## config.mk

```make
export PLATFORM = sky130hd
export DESIGN_NAME = dma_steal_chan
export DESIGN_NICKNAME = d
export VERILOG_FILES = /design/src/rtl/dma_chan_pkg.sv /design/src/rtl/dma_addr_unit.sv /design/src/rtl/dma_in_path.sv /design/src/rtl/dma_out_path.sv /design/src/rtl/dma_steal_chan.sv
export SDC_FILE = /design/constraint.sdc
export NUM_CORES = 1
export LEC_CHECK = 0
export ABC_AREA = 0
export BUFFER_PORTS_ARGS = -buffer_cell sky130_fd_sc_hd__buf_2
export CAP_MARGIN = 40
export CORE_MARGIN = 1.5
export CORE_UTILIZATION = 46
export CTS_CLUSTER_DIAMETER = 30
export DETAILED_ROUTE_END_ITERATION = 12
export GPL_TIMING_DRIVEN = 1
export PLACE_DENSITY = 0.76
export SYNTH_ARGS = -nofsm -noshare
export SYNTH_HDL_FRONTEND = slang
export SYNTH_SLANG_ARGS = --single-unit
```

## constraint.sdc

```tcl
create_clock -name clk -period 6.3 [get_ports clk]
set_input_delay 0.315 -clock clk [delete_from_list [all_inputs] [get_ports clk]]
set_output_delay 0.315 -clock clk [all_outputs]
set_load 0.02 [all_outputs]
```

## src/rtl/dma_chan_pkg.sv

```systemverilog
package dma_chan_pkg;
  parameter int WORD_W = 16;
  parameter int ADDR_W = 15;
  typedef logic [WORD_W-1:0] word_t;
  typedef logic [ADDR_W-1:0] addr_t;

  // odd parity bit for an outgoing word
  function automatic logic odd_par_bit(input word_t d);
    return ~(^d);
  endfunction

  // 1 when word plus parity bit hold an odd number of ones
  function automatic logic odd_par_ok(input word_t d, input logic p);
    return ^{p, d};
  endfunction

  function automatic addr_t addr_step(input addr_t a);
    return a + addr_t'(1);
  endfunction
endpackage

```

## src/rtl/dma_addr_unit.sv

```systemverilog
module dma_addr_unit
  import dma_chan_pkg::*;
(
  input  logic  clk,
  input  logic  rst_n,
  input  logic  load,
  input  addr_t ld_start,
  input  addr_t ld_final,
  input  logic  step,
  output addr_t cur,
  output logic  active,
  output logic  done
);
  addr_t fin_q;
  addr_t nxt;
  logic  hit;

  assign nxt = addr_step(cur);
  assign hit = (nxt == fin_q);

  always_ff @(posedge clk or negedge rst_n) begin
    if (!rst_n) begin
      cur    <= '0;
      fin_q  <= '0;
      active <= 1'b0;
      done   <= 1'b0;
    end else begin
      done <= 1'b0;
      if (load) begin
        cur    <= ld_start;
        fin_q  <= ld_final;
        active <= 1'b1;
      end else if (step) begin
        cur <= nxt;
        if (hit) begin
          active <= 1'b0;
          done   <= 1'b1;
        end
      end
    end
  end

  // a steal only happens while a transfer is active
  a_r3_step_when_active: assert property (@(posedge clk) disable iff (!rst_n)
    step |-> active);
  // counter holds without a steal or a load
  a_r3_addr_hold: assert property (@(posedge clk) disable iff (!rst_n)
    (!load && !step) |=> $stable(cur));
  // counter moves by exactly one per steal
  a_r4_addr_step: assert property (@(posedge clk) disable iff (!rst_n)
    (step && !load) |=> cur == addr_step($past(cur)));
  // completion leaves the channel idle
  a_r4_done_idle: assert property (@(posedge clk) disable iff (!rst_n)
    done |-> !active);
endmodule

```

## src/rtl/dma_in_path.sv

```systemverilog
module dma_in_path
  import dma_chan_pkg::*;
(
  input  logic  clk,
  input  logic  rst_n,
  input  logic  en,
  input  logic  par_inhibit,
  input  logic  priv,
  input  logic  pv_sel,
  input  logic  dev_in_valid,
  input  word_t dev_in_data,
  input  logic  dev_in_par,
  output logic  dev_in_ready,
  output logic  hold_valid,
  output word_t hold_data,
  input  logic  steal,
  input  logic  mem_rprot,
  output logic  mem_we,
  output logic  irq_parity,
  output logic  irq_protect
);
  logic accept, steal_in, wr_ok;

  assign dev_in_ready = en && !hold_valid;
  assign accept       = dev_in_valid && dev_in_ready;
  assign steal_in     = steal && hold_valid;
  assign wr_ok        = priv || !mem_rprot;
  assign mem_we       = steal_in && wr_ok;

  always_ff @(posedge clk or negedge rst_n) begin
    if (!rst_n) begin
      hold_valid  <= 1'b0;
      hold_data   <= '0;
      irq_parity  <= 1'b0;
      irq_protect <= 1'b0;
    end else begin
      irq_parity  <= accept && !par_inhibit && !odd_par_ok(dev_in_data, dev_in_par);
      irq_protect <= steal_in && !wr_ok && pv_sel;
      if (accept) begin
        hold_valid <= 1'b1;
        hold_data  <= dev_in_data;
      end else if (steal_in) begin
        hold_valid <= 1'b0;
      end
    end
  end

  // a held word stays put until its steal
  a_r8_hold_stable: assert property (@(posedge clk) disable iff (!rst_n)
    (hold_valid && !steal) |=> hold_valid && $stable(hold_data));
  // device is back-pressured while the register is full
  a_r8_backpressure: assert property (@(posedge clk) disable iff (!rst_n)
    hold_valid |-> !dev_in_ready);
endmodule

```

## src/rtl/dma_out_path.sv

```systemverilog
module dma_out_path
  import dma_chan_pkg::*;
(
  input  logic  clk,
  input  logic  rst_n,
  input  logic  en,
  input  logic  steal,
  input  word_t mem_rdata,
  input  logic  dev_out_ready,
  output logic  out_valid,
  output word_t out_data,
  output logic  out_par,
  output logic  need
);
  assign need = en && !out_valid;

  always_ff @(posedge clk or negedge rst_n) begin
    if (!rst_n) begin
      out_valid <= 1'b0;
      out_data  <= '0;
      out_par   <= 1'b0;
    end else if (steal && need) begin
      out_valid <= 1'b1;
      out_data  <= mem_rdata;
      out_par   <= odd_par_bit(mem_rdata);
    end else if (out_valid && dev_out_ready) begin
      out_valid <= 1'b0;
    end
  end

  // an offered word is held until the device takes it
  a_r5_out_hold: assert property (@(posedge clk) disable iff (!rst_n)
    (out_valid && !dev_out_ready) |=> out_valid && $stable(out_data) && $stable(out_par));
  // presented word carries odd parity
  a_r5_out_parity: assert property (@(posedge clk) disable iff (!rst_n)
    out_valid |-> odd_par_ok(out_data, out_par));
endmodule

```

## src/rtl/dma_steal_chan.sv

```systemverilog
module dma_steal_chan
  import dma_chan_pkg::*;
(
  input  logic              clk,
  input  logic              rst_n,
  input  logic              start,
  input  logic [ADDR_W-1:0] start_addr,
  input  logic [ADDR_W-1:0] final_addr,
  input  logic              dir_out,
  input  logic              priv,
  input  logic              par_inhibit,
  input  logic              pv_irq_sel,
  output logic              busy,
  output logic [ADDR_W-1:0] cur_addr,
  output logic              mem_req,
  input  logic              mem_gnt,
  output logic              cpu_hold,
  output logic [ADDR_W-1:0] mem_addr,
  output logic              mem_we,
  output logic [WORD_W-1:0] mem_wdata,
  input  logic [WORD_W-1:0] mem_rdata,
  input  logic              mem_rprot,
  input  logic              dev_in_valid,
  input  logic [WORD_W-1:0] dev_in_data,
  input  logic              dev_in_par,
  output logic              dev_in_ready,
  output logic              dev_out_valid,
  output logic [WORD_W-1:0] dev_out_data,
  output logic              dev_out_par,
  input  logic              dev_out_ready,
  output logic              irq_done,
  output logic              irq_parity,
  output logic              irq_protect
);
  logic  active, start_acc, steal, dir_q, priv_q;
  logic  hold_valid, out_need;
  addr_t cur;
  word_t hold_data;

  assign start_acc = start && !busy;
  assign busy      = active || dev_out_valid;
  assign mem_req   = hold_valid || out_need;
  assign steal     = mem_req && mem_gnt;
  assign cpu_hold  = steal;
  assign cur_addr  = cur;
  assign mem_addr  = cur;
  assign mem_wdata = hold_data;

  always_ff @(posedge clk or negedge rst_n) begin
    if (!rst_n) begin
      dir_q  <= 1'b0;
      priv_q <= 1'b0;
    end else if (start_acc) begin
      dir_q  <= dir_out;
      priv_q <= priv;
    end
  end

  dma_addr_unit u_addr (
    .clk(clk), .rst_n(rst_n), .load(start_acc),
    .ld_start(start_addr), .ld_final(final_addr),
    .step(steal), .cur(cur), .active(active), .done(irq_done)
  );

  dma_in_path u_in (
    .clk(clk), .rst_n(rst_n), .en(active && !dir_q),
    .par_inhibit(par_inhibit), .priv(priv_q), .pv_sel(pv_irq_sel),
    .dev_in_valid(dev_in_valid), .dev_in_data(dev_in_data), .dev_in_par(dev_in_par),
    .dev_in_ready(dev_in_ready), .hold_valid(hold_valid), .hold_data(hold_data),
    .steal(steal), .mem_rprot(mem_rprot), .mem_we(mem_we),
    .irq_parity(irq_parity), .irq_protect(irq_protect)
  );

  dma_out_path u_out (
    .clk(clk), .rst_n(rst_n), .en(active && dir_q), .steal(steal),
    .mem_rdata(mem_rdata), .dev_out_ready(dev_out_ready),
    .out_valid(dev_out_valid), .out_data(dev_out_data), .out_par(dev_out_par),
    .need(out_need)
  );

  // start during a transfer leaves the latched mode alone
  a_r2_start_ignored: assert property (@(posedge clk) disable iff (!rst_n)
    (start && busy) |=> $stable(dir_q) && $stable(priv_q));
  // an ungranted request persists
  a_r3_req_persist: assert property (@(posedge clk) disable iff (!rst_n)
    (mem_req && !mem_gnt) |=> mem_req);
  // no write lands on a protected word without privilege
  a_r7_protect_guard: assert property (@(posedge clk) disable iff (!rst_n)
    mem_we |-> (priv_q || !mem_rprot) && !dir_q && mem_gnt);
  // interrupts stay quiet while idle in the other direction
  a_r6_parity_only_input: assert property (@(posedge clk) disable iff (!rst_n)
    irq_parity |-> !dir_q);
endmodule

```

# --- Word-level counts from Yosys, hierarchy flattened ---
# Cells that the tools add are included.
word_totals:
  ff_bits: 71
  latchBits: 0
  ram_bits: 0
  mem_bits_ro: 0
  input_bits: 74
  output_inout_bits: 72
  wordCells: 61
  memories: 0
op_classes:
  addsub: 1
  multipliers: 0
  n_div: 0
  magnitude_cmp: 0
  eq_ne: 1
  shifts: 0
  muxes: 12
  n_bitwise: 1
  reduce_logical: 33
op_table:
  columns: ["cell", "n"]
  rows:
  - ["$mux 15", 2]
  - ["$reduce_xor 17->1", 1]
  - ["$reduce_xor 16->1", 1]
  - ["$add 15x1->15 const B", 1]
  - ["$eq 15x15->1", 1]
  - ["$logic_and 1x1->1", 15]
  - ["$mux 1", 10]
  - ["$logic_not 1->1", 8]
  - ["$reduce_bool 2->1", 4]
  - ["$logic_or 1x1->1", 3]
  - ["$reduce_and 2->1", 1]
  - ["$not 1->1", 1]

# --- Logic depth before layout (Yosys ltp) ---
logic_depth:
  depth_word: 7
  ltp_mapped: 7
  depth_no_buf: 7

# --- Modules after synthesis ---
# A second synthesis with hierarchy kept.
hier_totals:
  cells_unflattened: 342
  hier_area_um2: 3814.9
modules_own_cells:
  columns: ["mod", "n_inst", "cells_per_inst", "area_per_inst_um2", "seq_area_each_um2"]
  rows:
  - ["dma_addr_unit", 1, 201, 1896.8, 800.8]
  - ["dma_in_path", 1, 60, 878.3, 475.5]
  - ["dma_out_path", 1, 56, 804.5, 450.4]
  - ["dma_steal_chan", 1, 25, 235.2, 50.0]

# --- Least setup slack after synthesis ---
# OpenSTA, ideal clock, no wires.
synth_path:
  path_kind: "register to register"
  startpoint: "reg u_addr.cur[0]"
  endpoint: "reg u_addr.active"
  setup_ns: 0.126
  t_arrival_ns: 2.127
  required_ns: 6.174
  slack_ns: 4.047
  path_stages_with_launch: 7
  n_path_buf: 0
  period_less_slack_ns: 2.253
  path_cell_list: "dfrtp_1 > ha_1 > xor2_1 > or4_1 > a2111oi_4 > nand4b_1 > o32a_1"
synth_via:
  elab_chain_len: 4
synth_rtl:
  columns: ["item", "line_no", "rtl"]
  rows:
  - ["from (decl)", "dma_addr_unit.sv:10", "output addr_t cur,"]
  - ["from (signal assigned)", "dma_addr_unit.sv:30", "cur <= ld_start;"]
  - ["from (signal assigned)", "dma_addr_unit.sv:34", "cur <= nxt;"]
  - ["$add 15x1->15", "dma_chan_pkg.sv:18", "return a + addr_t'(1);"]
  - ["$eq 15x15->1", "dma_addr_unit.sv:19", "assign hit = (nxt == fin_q);"]
  - ["$reduce_bool 2->1 (no source line)", null, null]
  - ["$reduce_and 2->1 (no source line)", null, null]
  - ["to (signal assigned)", "dma_addr_unit.sv:25", "active <= 1'b0;"]
  - ["to (signal assigned)", "dma_addr_unit.sv:32", "active <= 1'b1;"]
  - ["to (signal assigned)", "dma_addr_unit.sv:36", "active <= 1'b0;"]
  - ["to (decl)", "dma_addr_unit.sv:11", "output logic active,"]
# Every way passes these cells.
# A chain may end at the register's enable or synchronous reset.

# --- Final worst setup path ---
# Same ends and word-level chain as after synthesis.

==> run_results.csv <==
group,metric,value,unit
global_routing,grt_use_total,19.7,%
synth,ys_warn_count,0,
synth,synth_area_leaders,"dfrtp_1, mux2_2, xnor2_1",
worst_setup_path,worstPathRequired,6.52,ns
synth,synth_ff_type,"dfrtp_1",
finish,area_growth,24.0,%
clock_network,clk_latency,0.34,ns
floorplan,die_height,94.0,µm
sta,hold_viol_final,0,
sta,fin_tns_setup,0,ns
global_routing,grt_max_degree,44,
global_routing,grt_pass1_wl,13.3,mm
sta,maxSlewViolCount,0,
synth,synth_xor_area_share,14.7,%
finish,layout.nets,543,
sta,fin_skew,0.00872,ns
worst_setup_path,path_class,"flop to flop",
finish,n_antenna_cell,0,
drt,ant_nets,0,
finish,drive_gt1_share,47.9,%
global_routing,gr-total-overflow,0,
synth,syn_avg_cell_area,11.4,µm²
placement,dp_hpwl,6.54,mm
synth,synth_cell_type_count,50,
synth,synth.area.mux_share,15.0,%
clock_network,cts.sinks,71,
floorplan,row_count,33,
hold_path,hold_class,"input pin to flop",
sta,setup_viol,0,
synth,yosysTopAreaCell,"dfrtp_1",
synth,synth_top_area_share,46.6,%
synth,synthAdderAreaFrac,0.329,%
run,drv_cap,0,
synth,syn_nets,409,
floorplan,die_area,0.00883,mm²
drt,drtIter0Drc,110,
sta,rsz0062_at_grt,"false",
finish,finish.utilization,58.1,%
drt,via_per_inst,4.97,
sta,tightest_slew,0.792,ns
clock_network,numCtsBuffers,9,
synth,synthSimpleGateAreaFrac,11.6,%
worst_setup_path,cp.arrival,2.57,ns
power,p_per_area,518,mW/mm²
sta,fin_crit,2.35,ns
status,outcome,"completed",
placement,gp_congestion,0.794,
clock_network,clk_path_buf_depth,2,
drt,routedWlPerCell,14.5,µm
synth,synthCells,334,
power,vdd.ir_drop.worst,259,µV
clock_network,cts_tree,"done",
clock_network,path_clk_slew,0.07,ns
floorplan,io_pins,146,
drt,drtPass1Iterations,4,
global_routing,antenna_found_initial,0,
power,power.leakage,2.11,nW
synth,synth_compound_area_share,6.37,%
worst_setup_path,path_max_fanout,6,
global_routing,grt_pass1_vias,2793,
floorplan,start_util,46.8,%
placement,io_buffers,145,
floorplan,core_area,0.00813,mm²
synth,synth_edf_count,0,
clock_network,h-tree-depth,3,
drt,drc,0,
drt,num_vias,2870,
worst_setup_path,worstSetupStartpointType,"flop",
sta,period_share,37.4,%
synth,yosysSeqAreaShare,46.6,%
synth,synth_top_family_by_area,"multiplexers",
drt,wl,8.37,mm
worst_setup_path,endpoint_kind,"flop",
floorplan,die_w,94.0,µm
clock_network,post_cts_buffers,0,
synth,synth_area,0.00381,mm²
sta,slew-limit-headroom,47.2,%
clock_network,cts_root_buffer,"clkbuf_8",
sta,fmax,0.425,GHz
synth,ys_seq_elements,71,
synth,async_flop_share,100,%
[layer usage]
layer	GRT usage, %	wire length [µm]	vias up
li1	-	-	1388
met1	24.9	3740	1354
met2	32.7	3860	118
met3	4.69	642	10
met4	7.09	119	0
met5	0	0	-
[through the flow]
step | cells | power, mW | area (µm²) | setup slack (ns) | hold slack, ns
4_1_cts | 577 | 2.47 | 4720 | 3.95 | 0.119
5_1_grt | 577 | 2.62 | 4720 | 3.80 | 0.116
3_5_place_dp | 561 | 2.16 | 4550 | 4.01 | 0.351
3_3_place_gp | 559 | 2.11 | 4510 | 4.09 | 0.471
2_1_floorplan | 334 | 1.82 | 3810 | 4.05 | 0.0194
6_report | 577 | 2.45 | 4720 | 3.95 | 0.136
[cell usage in the layout (no fill, tap or decap), types with 2 or more instances in the layout]
master      instances
nor2_1             12
o21ai_1             3
xor2_1             12
nor3b_1             2
clkbuf_8            9
nand3_1             4
a21oi_1             2
or4_1               2
nor3_1              3
inv_1               8
clkinvlp_4          2
buf_2             145
mux2_2             48
a2111oi_4           2
clkinv_2            3
dfrtp_1            71
xnor2_1            52
nand2_1            31
nand3b_1            2
nor2b_1             3
o21ai_0            19
mux2i_1             3
nor3_2              2
buf_12              2
[layout make-up]
cell class              instances  area, µm²
fillers                       743       3410
multi-input cells             228       1830
flip-flops and latches         71       1780
repair buffers                149        783
well taps                     105        131
clock buffers                   9        124
clock inverters                 6       38.8
inverters                       9       33.8
[kinds of logic after synthesis]
| logic type | count (synthesis) |
|---|---|
| AO/OA/AOI/OAI | 34 |
| XOR/XNOR | 64 |
| adder cells (fa/ha/maj) | 1 |
| buffers and inverters | 35 |
| flip-flops | 71 |
| multiplexers | 51 |
| AND/OR/NAND/NOR | 78 |
[worst max-delay path, cell delays in order, from the launching register on]
cell and delay [ns]:
dfrtp_1 0.48, ha_1 0.30, nand2_1 0.15, or3_2 0.52, xnor2_1 0.15, o22ai_1 0.21
nand4b_1 0.12, o32a_1 0.31
[cells in the mapped netlist, drive strengths merged (2+ instances only)]
library cell  instances
o21ai                22
nand3                 5
xnor2                52
nor3b                 2
nor2                 14
clkbuf                8
mux2                 48
a21oi                 3
or4                   2
xor2                 12
dfrtp                71
nor4b                 2
mux2i                 3
nor3                  5
a2111oi               2
nand3b                2
inv                   8
nand2                32
nor2b                 3
nand4                 2
buf                  18
[worst paths after layout]
path,startpoint,to,slack (ns),depth (start not counted)
setup / recovery,u_addr.cur[0],u_addr.active,3.95,7
hold / removal,par_inhibit,u_in.irq_parity,0.14,2
setup reg to reg,u_addr.cur[0],u_addr.active,3.95,7
hold reg to reg,u_out.out_par,u_out.out_par,0.50,2
max in group asynchronous,rst_n,u_in.hold_valid,5.22,4
min in group asynchronous,rst_n,u_in.hold_data[1],0.52,3
[power by group]
group,internal [mW],switching [mW]
sequential,0.677,0.216
clock,0.139,0.169
combinational,0.545,0.701
total,1.36,1.09
[registers in the layout, summed over array words and instances (netlist names)]
name / flops
dir_q: 1
u_in.irq_protect: 1
u_in.hold_valid: 1
u_in.irq_parity: 1
u_out.out_valid: 1
u_in.hold_data: 16
priv_q: 1
u_out.out_par: 1
u_addr.fin_q: 15
u_addr.cur: 15
u_out.out_data: 16
u_addr.active: 1
u_addr.done: 1
[timing repair]
item,in CTS,in global routing
hold buffers,1,0
gates resized for setup,0,0
endpoints found under the hold margin,28,0
endpoints found under the setup margin,0,0
No activity file was read; power rests on OpenSTA's default activity.
